[config.mk]
export PLATFORM = sky130hd
export DESIGN_NAME = byte_word_bridge
export DESIGN_NICKNAME = d
export VERILOG_FILES = /design/src/rtl/bwb_pkg.sv /design/src/rtl/bwb_ctrl.sv /design/src/rtl/bwb_datapath.sv /design/src/rtl/byte_word_bridge.sv
export SDC_FILE = /design/constraint.sdc
export NUM_CORES = 1
export LEC_CHECK = 0
export BUFFER_PORTS_ARGS = -buffer_cell sky130_fd_sc_hd__buf_4
export CORE_MARGIN = 10
export CORE_UTILIZATION = 42
export DETAILED_ROUTE_END_ITERATION = 7
export PLACE_DENSITY = 0.85
export REMOVE_ABC_BUFFERS = 1
export SYNTH_ARGS = -nofsm -noshare
export SYNTH_HDL_FRONTEND = slang
export SYNTH_SLANG_ARGS = --single-unit
export TNS_END_PERCENT = 1
[constraint.sdc]
create_clock -name clk -period 1.55 [get_ports clk]
set_input_delay 0.31 -clock clk [delete_from_list [all_inputs] [get_ports clk]]
set_output_delay 0.31 -clock clk [all_outputs]
set_load 0.02 [all_outputs]
[src/rtl/bwb_pkg.sv]
`timescale 1ns/1ps
package bwb_pkg;
  localparam int BYTE_W = 8;
  localparam int LANES  = 4;

  typedef struct packed {
    logic [LANES-2:0] stageLoad;
    logic             captureHold;
    logic             selPeriph;
    logic [1:0]       selOffset;
  } bwbCtlT;
endpackage

[src/rtl/bwb_ctrl.sv]
`timescale 1ns/1ps
module bwb_ctrl
  import bwb_pkg::*;
#(
  parameter logic [7:0] PERIPH_PAGE = 8'hFE,
  parameter int         WB_AW       = 2
) (
  input  logic             clk,
  input  logic             rstN,
  input  logic [7:0]       pageByte,
  input  logic [2:0]       wordOff,
  input  logic             cpuWe,
  output bwbCtlT           ctl,
  output logic             cpuRdy,
  output logic             wbCyc,
  output logic             wbStb,
  output logic             wbWe,
  output logic [WB_AW-1:0] wbAdr
);
  localparam int STAGES = LANES - 1;

  logic              pageHit;
  logic              aligned;
  logic              waitFlag;
  logic              captureQ;
  logic              pageHitQ;
  logic [1:0]        offQ;
  logic [STAGES-1:0] stageLoadW;

  assign pageHit = (pageByte == PERIPH_PAGE);
  assign aligned = (wordOff[1:0] == 2'd0);

  assign wbCyc  = 1'b1;
  assign wbStb  = pageHit && aligned;
  assign wbWe   = cpuWe;
  assign wbAdr  = WB_AW'(wordOff[2]);
  assign cpuRdy = !waitFlag;

  for (genvar i = 0; i < STAGES; i++) begin : g_load
    assign stageLoadW[i] = cpuWe && pageHit && (wordOff[1:0] == 2'(i + 1));
  end

  always_ff @(posedge clk or negedge rstN) begin
    if (!rstN) begin
      waitFlag <= 1'b0;
      captureQ <= 1'b0;
      pageHitQ <= 1'b0;
      offQ     <= 2'd0;
    end else begin
      waitFlag <= waitFlag ? 1'b0 : (wbStb && !cpuWe);
      captureQ <= waitFlag;
      if (!waitFlag) begin
        pageHitQ <= pageHit;
        offQ     <= wordOff[1:0];
      end
    end
  end

  always_comb begin
    ctl.stageLoad   = stageLoadW;
    ctl.captureHold = captureQ;
    ctl.selPeriph   = pageHitQ;
    ctl.selOffset   = offQ;
  end

  AST_READ_STALL: assert property (@(posedge clk) disable iff (!rstN)
    (wbStb && !cpuWe && cpuRdy) |=> !cpuRdy);
  AST_STALL_ONE: assert property (@(posedge clk) disable iff (!rstN)
    !cpuRdy |=> cpuRdy);
  AST_WRITE_NO_STALL: assert property (@(posedge clk) disable iff (!rstN)
    (cpuWe && cpuRdy) |=> cpuRdy);
  AST_SEL_FROZEN: assert property (@(posedge clk) disable iff (!rstN)
    !cpuRdy |=> ($stable(ctl.selOffset) && $stable(ctl.selPeriph)));
  AST_CAPTURE_AFTER_WAIT: assert property (@(posedge clk) disable iff (!rstN)
    !cpuRdy |=> ctl.captureHold);
  AST_NO_STB_LOAD: assert property (@(posedge clk) disable iff (!rstN)
    wbStb |-> (ctl.stageLoad == '0));
endmodule

[src/rtl/bwb_datapath.sv]
`timescale 1ns/1ps
module bwb_datapath
  import bwb_pkg::*;
(
  input  logic                     clk,
  input  logic                     rstN,
  input  bwbCtlT                   ctl,
  input  logic [BYTE_W-1:0]        cpuDout,
  input  logic [BYTE_W-1:0]        romData,
  input  logic [LANES*BYTE_W-1:0]  wbDatR,
  output logic [LANES*BYTE_W-1:0]  wbDatW,
  output logic [BYTE_W-1:0]        cpuDin
);
  localparam int STAGES = LANES - 1;

  logic [BYTE_W-1:0] stage [STAGES];
  logic [BYTE_W-1:0] holdB [STAGES];

  for (genvar i = 0; i < STAGES; i++) begin : g_lane
    always_ff @(posedge clk or negedge rstN) begin
      if (!rstN) begin
        stage[i] <= '0;
        holdB[i] <= '0;
      end else begin
        if (ctl.stageLoad[i]) stage[i] <= cpuDout;
        if (ctl.captureHold)  holdB[i] <= wbDatR[BYTE_W*(i+1) +: BYTE_W];
      end
    end

    AST_STAGE_KEEP: assert property (@(posedge clk) disable iff (!rstN)
      !ctl.stageLoad[i] |=> $stable(stage[i]));
    AST_STAGE_LOAD: assert property (@(posedge clk) disable iff (!rstN)
      ctl.stageLoad[i] |=> (stage[i] == $past(cpuDout)));
    AST_HOLD_LOAD: assert property (@(posedge clk) disable iff (!rstN)
      ctl.captureHold |=> (holdB[i] == $past(wbDatR[BYTE_W*(i+1) +: BYTE_W])));
    AST_HOLD_KEEP: assert property (@(posedge clk) disable iff (!rstN)
      !ctl.captureHold |=> $stable(holdB[i]));
  end

  assign wbDatW = {stage[2], stage[1], stage[0], cpuDout};

  always_comb begin
    if (!ctl.selPeriph) begin
      cpuDin = romData;
    end else begin
      case (ctl.selOffset)
        2'd0:    cpuDin = wbDatR[BYTE_W-1:0];
        2'd1:    cpuDin = holdB[0];
        2'd2:    cpuDin = holdB[1];
        default: cpuDin = holdB[2];
      endcase
    end
  end
endmodule

[src/rtl/byte_word_bridge.sv]
`timescale 1ns/1ps
module byte_word_bridge
  import bwb_pkg::*;
#(
  parameter int         ADDR_W      = 16,
  parameter int         ROM_AW      = 8,
  parameter int         WB_AW       = 2,
  parameter logic [7:0] PERIPH_PAGE = 8'hFE
) (
  input  logic                    clk,
  input  logic                    rstN,
  input  logic [ADDR_W-1:0]       cpuAddr,
  input  logic [BYTE_W-1:0]       cpuDout,
  input  logic                    cpuWe,
  output logic [BYTE_W-1:0]       cpuDin,
  output logic                    cpuRdy,
  output logic [ROM_AW-1:0]       romAddr,
  input  logic [BYTE_W-1:0]       romData,
  output logic                    wbCyc,
  output logic                    wbStb,
  output logic                    wbWe,
  output logic [WB_AW-1:0]        wbAdr,
  output logic [LANES*BYTE_W-1:0] wbDatW,
  input  logic [LANES*BYTE_W-1:0] wbDatR
);
  bwbCtlT ctl;

  assign romAddr = cpuAddr[ROM_AW-1:0];

  bwb_ctrl #(
    .PERIPH_PAGE(PERIPH_PAGE),
    .WB_AW      (WB_AW)
  ) u_ctrl (
    .clk     (clk),
    .rstN    (rstN),
    .pageByte(cpuAddr[ADDR_W-1 -: 8]),
    .wordOff (cpuAddr[2:0]),
    .cpuWe   (cpuWe),
    .ctl     (ctl),
    .cpuRdy  (cpuRdy),
    .wbCyc   (wbCyc),
    .wbStb   (wbStb),
    .wbWe    (wbWe),
    .wbAdr   (wbAdr)
  );

  bwb_datapath u_dp (
    .clk    (clk),
    .rstN   (rstN),
    .ctl    (ctl),
    .cpuDout(cpuDout),
    .romData(romData),
    .wbDatR (wbDatR),
    .wbDatW (wbDatW),
    .cpuDin (cpuDin)
  );

  AST_WRITE_LOW_BYTE: assert property (@(posedge clk) disable iff (!rstN)
    (wbStb && wbWe) |-> (wbDatW[BYTE_W-1:0] == cpuDout));
  AST_CYC_HIGH: assert property (@(posedge clk) disable iff (!rstN)
    wbCyc);
endmodule

## Word level (Yosys, flattened, before mapping)

Cells that the tools add are included.

- Equality and inequality tests: 6
- Muxes and demuxes: 3
- Reduce and logical (&&, ||, !) cells: 10

Operators by type and width:

| cell | count |
|---|---|
| $pmux 8 s3 | 1 |
| $eq 8x8->1 const B | 1 |
| $mux 8 | 1 |
| $eq 2x2->1 const B | 3 |
| $logic_and 1x1->1 | 6 |
| $eq 2x1->1 const B | 2 |
| $logic_not 2->1 | 2 |
| $logic_not 1->1 | 2 |
| $mux 1 | 1 |

- Bits in registers: 53
- Bits of input ports: 67

## Longest topological paths before layout

Gate-level depths: netlist (run 1).

- Depth in word-level cells: 4
- Depth in mapped cells: 4
- Depth with buffers taken out: 3

## By module

A second synthesis (run 1) with hierarchy kept.

- Cell total of the unflattened synthesis: 186
- Area, all modules: 2565.0 um^2

By module, submodules not included:

| module | instances | cells an instance | area an instance (um^2) | sequential area each (um^2) |
|---|---|---|---|---|
| bwb_datapath | 1 | 147 | 2175.8 | 1201.2 |
| bwb_ctrl | 1 | 31 | 329.1 | 125.1 |
| byte_word_bridge | 1 | 8 | 60.1 | 0.0 |

## Worst setup path after synthesis (run 1)

No wires, ideal clock.

- Kind: register to output
- Start: register u_ctrl.offQ[1]
- End: output port cpuDin[6]
- Data arrival time: 1.462 ns
- Data required time: 1.240 ns
- Setup slack: -0.222 ns
- Cell stages (with the launch flop): 4
- Buffers on the path: 1
- Cell sequence: dfrtp_1 > clkbuf_1 > mux4_2 > mux2_2

- Word-level cells in the longest chain between the ends: 3

Ends and longest elaborated chain:

| item | line | source |
|---|---|---|
| start: declaration | bwb_ctrl.sv:27 | `logic [1:0] offQ;` |
| start signal: assignment | bwb_ctrl.sv:54 | `offQ <= wordOff[1:0];` |
| $eq 2x2->1 (tied with other cells) | bwb_datapath.sv:46 | `case (ctl.selOffset)` |
| $pmux 8 s3 * | bwb_datapath.sv:46 |  |
| $mux 8 * | bwb_datapath.sv:43 | `if (!ctl.selPeriph) begin` |
| end: declaration | byte_word_bridge.sv:15 | `output logic [BYTE_W-1:0] cpuDin,` |

Mark *: on every way between the ends. The rest lies on a longest branch, timed or not.

## Worst setup path in the final report (run 1)

- Start: register u_ctrl.offQ[0]
- End: output port cpuDin[4]

Same word-level chain as after synthesis.

==> results of run 1 <==
[power by group through the flow]
stage | combinational (mW) | sequential [mW] | clock (mW)
2_1_floorplan | 0.0840 | 1.46 | 0
3_3_place_gp | 0.357 | 1.44 | 0
3_5_place_dp | 0.366 | 1.44 | 0
4_1_cts | 0.380 | 1.41 | 0.918
5_1_grt | 0.403 | 1.42 | 0.969
6_report | 0.374 | 1.41 | 0.885
[metal layers]
metal  vias to the layer above  part of all wire
met4                         0            0.0072
met2                        88              0.46
met1                       795              0.41
li1                        752                 -
met5                         -                 0
met3                         5              0.12
[worst max-delay path, cell delays in order (launching register included)]
cell and delay [ns]:
dfrtp_1 0.40, buf_12 0.15, mux4_2 0.50, mux2_4 0.28, buf_6 0.13
[cell type report]
cell class	instances	area (sq um)
fillers	479	2390
flip-flops and latches	53	1330
multi-input cells	82	1020
repair buffers	118	945
well taps	75	93.8
clock buffers	5	68.8
clock inverters	2	35.0
inverters	2	7.51
[registers in the layout, summed over array words and instances (netlist names)]
signal           count
u_ctrl.offQ          2
u_dp.wbDatW         24
u_ctrl.pageHitQ      1
u_ctrl.waitFlag      1
u_ctrl.captureQ      1
u_dp.holdB          24
[layout by cell type, fill, tap and decap left out, types with 2 or more instances in the layout]
cell type	Yosys	routed
buf_12	0	2
buf_4	20	107
buf_6	1	9
clkbuf_8	0	5
conb_1	2	2
dfrtp_1	53	53
mux2_2	49	45
mux2_4	8	12
mux4_2	8	8
nand2_1	3	3
nor4_4	2	2
o21ai_0	2	2
[cells by family (layout without fill, tap and decap cells)]
family          after synthesis  in the layout  share of synthesized area
buf+inv                      29            127                     0.0766
mux                          65             65                      0.339
other cells                   2              2                    0.00298
compound gates                2              2                    0.00398
simple gates                 13             13                     0.0507
flops                        53             53                      0.527
[worst paths after layout]
kind / cells after the start / slack [ns] / end / start
setup / recovery: 4 / -0.52 / cpuDin[4] / u_ctrl.offQ[0]$_DFFE_PN0N_
hold / removal: 1 / 0.04 / u_dp.wbDatW[31]$_DFFE_PN0P_ / rstN
setup reg to reg: 2 / 0.42 / u_dp.holdB[23]$_DFFE_PN0P_ / u_ctrl.captureQ$_DFF_PN0_
hold reg to reg: 1 / 0.51 / u_dp.holdB[15]$_DFFE_PN0P_ / u_dp.holdB[15]$_DFFE_PN0P_
max in group asynchronous: 1 / 1.09 / u_dp.holdB[13]$_DFFE_PN0P_ / rstN
min in group clk: 2 / 0.24 / u_dp.holdB[22]$_DFFE_PN0P_ / wbDatR[14]
[stage by stage]
stage | total power, mW | utilization
after detailed placement | 1.81 | 0.567
after floorplan | 1.54 | -
after CTS | 2.71 | 0.594
after global routing | 2.79 | 0.594
after global placement | 1.80 | 0.567
final | 2.67 | 0.594
[repair_timing]
action,in CTS,in global routing
endpoints found under the setup margin,9,9
resized for setup,14,0
hold endpoints to repair,0,0
==> impl_metrics.py, run 1 <==
metrics = {
    "sta": {
        "tightest_slew_ns": 0.644,
        "fin_ws_ns": -0.515,
        "fmax_mhz": 484,
        "finalHoldViolations": 0,
        "min_period_over_period": 1.33,
        "fin_crit_ns": 2.07,
        "slew_headroom": 0.571,
        "rsz0062_at_grt": "yes",
        "skew_ns": 0.00825,
        "setup_viol": 9,
        "hold_ws_ns": 0.0437,
        "slew_viol_final": 0,
        "setup_tns_ns": -3.98,
    },
    "floorplanning": {
        "die_w_um": 97.4,
        "initial_core_util": 0.428,
        "rows": 28,
        "core_sq_um": 5890,
        "ioPinCount": 121,
        "die-height_um": 97.4,
        "die_area_sq_um": 9490,
    },
    "detailed_routing": {
        "wire_per_inst_um": 18.1,
        "vias": 1640,
        "ant_nets": 0,
        "drt_iter0_markers": 20,
        "viasPerCell": 4.87,
        "drc": 0,
        "totalWireLength_mm": 6.09,
        "first_pass_iters": 2,
    },
    "critical_path": {
        "required_ns": 1.24,
        "critPathKind": "reg -> out",
        "cp-start-kind": "flop",
        "endpoint_kind": "output port",
        "arrival_ns": 1.76,
        "crit_fanout": 8,
    },
    "place": {
        "dp.cells": 330,
        "placed_area_sq_um": 3340,
        "portBuffers": 105,
        "hpwl_mm": 4.81,
        "post-place-ws_ns": -0.217,
        "place_congestion": 0.720,
    },
    "global_routing": {
        "busiest_layer": "met2",
        "use_met2": 0.204,
        "antenna_found_initial": 0,
        "use_met1": 0.146,
        "grt_max_degree": 54,
        "first_global_vias": 1913,
        "grt_first_pass_wirelength_mm": 10.1,
        "globalRouteMet3Util": 0.0747,
        "grt_use_total": 0.128,
        "gr-total-overflow": 0,
    },
    "power": {
        "power_frac_comb": 0.140,
        "p_per_area_nw_per_um2": 765,
        "p_int_mw": 2.08,
        "clock_power_share": 0.331,
        "swShare": 0.220,
        "power_frac_seq": 0.529,
        "power.switching_uw": 589,
        "p_leak_nw": 1.84,
        "peakVddDrop_v": 0.000625,
    },
    "status": {
        "violations": "setup timing",
        "status": "complete, but fails checks",
    },
    "finish": {
        "diodes": 0,
        "drive_above_1_share": 0.752,
        "nets": 329,
        "fin_area_sq_um": 3490,
        "area_delta_synth_final_pct": 38.8,
        "final_cells": 337,
    },
    "logic_synthesis": {
        "synth-async-reset-ratio": 1.00,
        "synth-edff-count": 0,
        "synth.most_common_cell": "dfrtp_1",
        "synth_top_area_cell": "dfrtp_1",
        "synthTopCellsByArea": "dfrtp_1, mux2_2, mux4_2",
        "synth-main-ff-cell": "dfrtp_1",
        "yosysWarningCount": 0,
        "synthTopCellsByCount": "dfrtp_1, mux2_2, buf_4",
        "syn_avg_cell_area_sq_um": 15.3,
        "ys_ff_latch": 53,
        "syn-instance-count": 164,
        "ys_seq_area_frac": 0.527,
        "synth_area_sq_um": 2520,
        "synthDistinctLibCells": 23,
        "yosysTopAreaCellShare": 0.527,
    },
    "cts": {
        "postCtsSetupBuffers": 0,
        "hold_buffers": 0,
        "clkLatencyLatePin_ns": 0.30,
        "cts_made_buffers": 5,
        "ctsRootBufferMaster": "clkbuf_8",
        "cts_tree": "built",
        "cts-htree-levels": 2,
        "clk_pin_slew_ns": 0.09,
        "clock_path_buffers": 2,
        "cts.sinks": 53,
    },
    "min_path": {
        "hold_class": "in -> async",
    },
    "job": {
        "drv_cap": 0,
    },
}
Note: power is estimated with default switching activity, not from simulation.
==> run 2, diff against run 1 <==
--- a/config.mk
+++ b/config.mk
@@ -7,9 +7,10 @@
 export LEC_CHECK = 0
 export BUFFER_PORTS_ARGS = -buffer_cell sky130_fd_sc_hd__buf_4
 export CORE_MARGIN = 10
-export CORE_UTILIZATION = 42
+export CORE_UTILIZATION = 35
 export DETAILED_ROUTE_END_ITERATION = 7
-export PLACE_DENSITY = 0.85
+export PLACE_DENSITY = 0.74
+export RECOVER_POWER = 25
 export REMOVE_ABC_BUFFERS = 1
 export SYNTH_ARGS = -nofsm -noshare
 export SYNTH_HDL_FRONTEND = slang
==> impl_metrics.py, run 2 (synthesis gave the netlist of run 1 again) <==
metrics = {
    "status": {
        "status": "complete, but fails checks",
        "violations": "setup timing",
    },
    "cts": {
        "cts_tree": "built",
        "ctsRootBufferMaster": "clkbuf_8",
        "clock_path_buffers": 2,
        "clkLatencyLatePin_ns": 0.30,
        "cts_made_buffers": 5,
        "clk_pin_slew_ns": 0.09,
        "cts.sinks": 53,
        "cts-htree-levels": 2,
    },
    "detailed_routing": {
        "drc": 0,
        "totalWireLength_mm": 6.21,
        "first_pass_iters": 4,
        "vias": 1671,
        "wire_per_inst_um": 17.2,
        "ant_nets": 0,
        "viasPerCell": 4.64,
        "drt_iter0_markers": 23,
    },
    "global_routing": {
        "antenna_found_initial": 0,
        "grt_first_pass_wirelength_mm": 10.0,
        "grt_use_total": 0.112,
        "first_global_vias": 1959,
        "gr-total-overflow": 0,
        "grt_max_degree": 33,
    },
    "place": {
        "place_congestion": 0.710,
        "placed_area_sq_um": 3380,
        "dp.cells": 352,
        "hpwl_mm": 4.93,
        "portBuffers": 105,
    },
    "finish": {
        "final_core_util": 0.509,
        "multiInputGateArea_sq_um": 1030,
        "area_delta_synth_final_pct": 39.8,
        "fillers": 634,
        "fin_area_sq_um": 3520,
        "drive_above_1_share": 0.720,
        "diodes": 0,
        "seq_area_sq_um": 1330,
        "most-common-layout-cells": "buf_4, dfrtp_1, mux2_2, mux2_4, buf_6",
        "nets": 331,
        "final_common_cell": "buf_4",
        "final_cells": 360,
    },
    "critical_path": {
        "critPathKind": "reg -> out",
        "endpoint_kind": "output port",
        "slowest_delay_ns": 0.49,
        "cp-start-kind": "flop",
        "crit_family": "multiplexers",
        "cp_cell_sequence": "buf_12 -> mux4_2 -> mux2_4 -> buf_6",
        "worst-path-buf-inv": 2,
        "crit_fanout": 8,
        "slowest_stage": "mux4_2",
        "required_ns": 1.24,
        "arrival_ns": 1.75,
    },
    "power": {
        "peakVddDrop_v": 0.000409,
        "p_leak_nw": 1.82,
        "p_per_area_nw_per_um2": 730,
    },
    "sta": {
        "slew_viol_final": 0,
        "fmax_mhz": 486,
        "finalHoldViolations": 0,
        "fin_ws_ns": -0.510,
        "slew_headroom": 0.603,
        "fin_crit_ns": 2.06,
        "skew_ns": 0.00312,
        "rsz0062_at_grt": "yes",
        "setup_tns_ns": -3.89,
        "tightest_slew_ns": 0.596,
        "min_period_over_period": 1.33,
        "setup_viol": 9,
    },
    "job": {
        "drv_cap": 0,
    },
    "floorplanning": {
        "rows": 30,
        "die-height_um": 105,
        "core_sq_um": 6910,
        "ioPinCount": 121,
        "die_area_sq_um": 11000,
        "die_w_um": 105,
        "initial_core_util": 0.364,
    },
    "min_path": {
        "hold_class": "in -> reg",
    },
}
==> run 2: changes by cell type in the layout (fill, tap and decap cells not counted) <==
cell | previous run | this run
buf_12 | 2 | 3
buf_4 | 107 | 98
bufinv_16 | 1 | 0
clkbuf_1 | 0 | 8
clkbuf_2 | 0 | 1
clkbuf_8 | 5 | 6
clkinv_2 | 1 | 0
clkinvlp_4 | 0 | 1
dlygate4sd3_1 | 0 | 1
mux2_2 | 45 | 41
mux2_4 | 12 | 16
==> run 2: where the power goes <==
part | total (mW) | leakage [nW] | switching (mW) | internal, mW
Sequential | 1.41 | 0.734 | 0.0120 | 1.40
Clock | 0.778 | 0.0433 | 0.425 | 0.354
Combinational | 0.376 | 1.05 | 0.163 | 0.213
Total | 2.57 | 1.82 | 0.600 | 1.97
==> run 2: metrics by stage <==
step           hold WS (ns)  worst slack [ns]  power, mW
6_report              0.235            -0.510       2.57
5_1_grt               0.221            -0.576       2.69
4_1_cts               0.223            -0.524       2.63
3_5_place_dp          0.230            -0.200       1.82
3_3_place_gp          0.226            -0.187       1.81
2_1_floorplan        0.0144            -0.188       1.54
==> run 2: layout make-up <==
type,instances,share of cell area
flip-flops and latches,53,0.377
multi-input cells,82,0.293
repair buffers,120,0.268
well taps,96,0.0341
clock buffers,6,0.0235
clock inverters,1,0.00213
inverters,2,0.00213
==> run 2: final timing paths <==
check	cells after the start	start	slack, ns	endpoint
worst min-delay path	2	wbDatR[9]	0.24	u_dp.holdB[17]$_DFFE_PN0P_
worst max register to register	2	u_ctrl.captureQ$_DFF_PN0_	0.43	u_dp.holdB[13]$_DFFE_PN0P_
worst min register to register	1	u_dp.holdB[19]$_DFFE_PN0P_	0.51	u_dp.holdB[19]$_DFFE_PN0P_
min in group asynchronous	2	rstN	0.54	u_dp.wbDatW[13]$_DFFE_PN0P_
worst max-delay path	4	u_ctrl.offQ[0]$_DFFE_PN0N_	-0.51	cpuDin[0]
max in group asynchronous	3	rstN	0.43	u_dp.holdB[14]$_DFFE_PN0P_
==> run 2: what timing repair did <==
| action | CTS | global route |
|---|---|---|
| buffers inserted | 0 | 0 |
| endpoints found under the hold margin | 21 | 0 |
| endpoints found under the setup margin | 9 | 9 |
| resized for setup | 18 | 0 |
| pin swaps | 0 | 0 |
| hold buffers | 1 | 0 |
==> run 2: layer usage <==
metal / track usage / vias up / part of all wire
met1: 0.129 / 804 / 0.40
met3: 0.0670 / 7 / 0.13
met2: 0.168 / 94 / 0.46
met4: 0.0382 / 0 / 0.0079
met5: 0 / - / 0
li1: - / 766 / -
==> run 2: worst register-to-register path, cell delays in order (launching register included) <==
cell and delay, ns:
dfrtp_1 0.46, buf_12 0.20, mux2_2 0.36
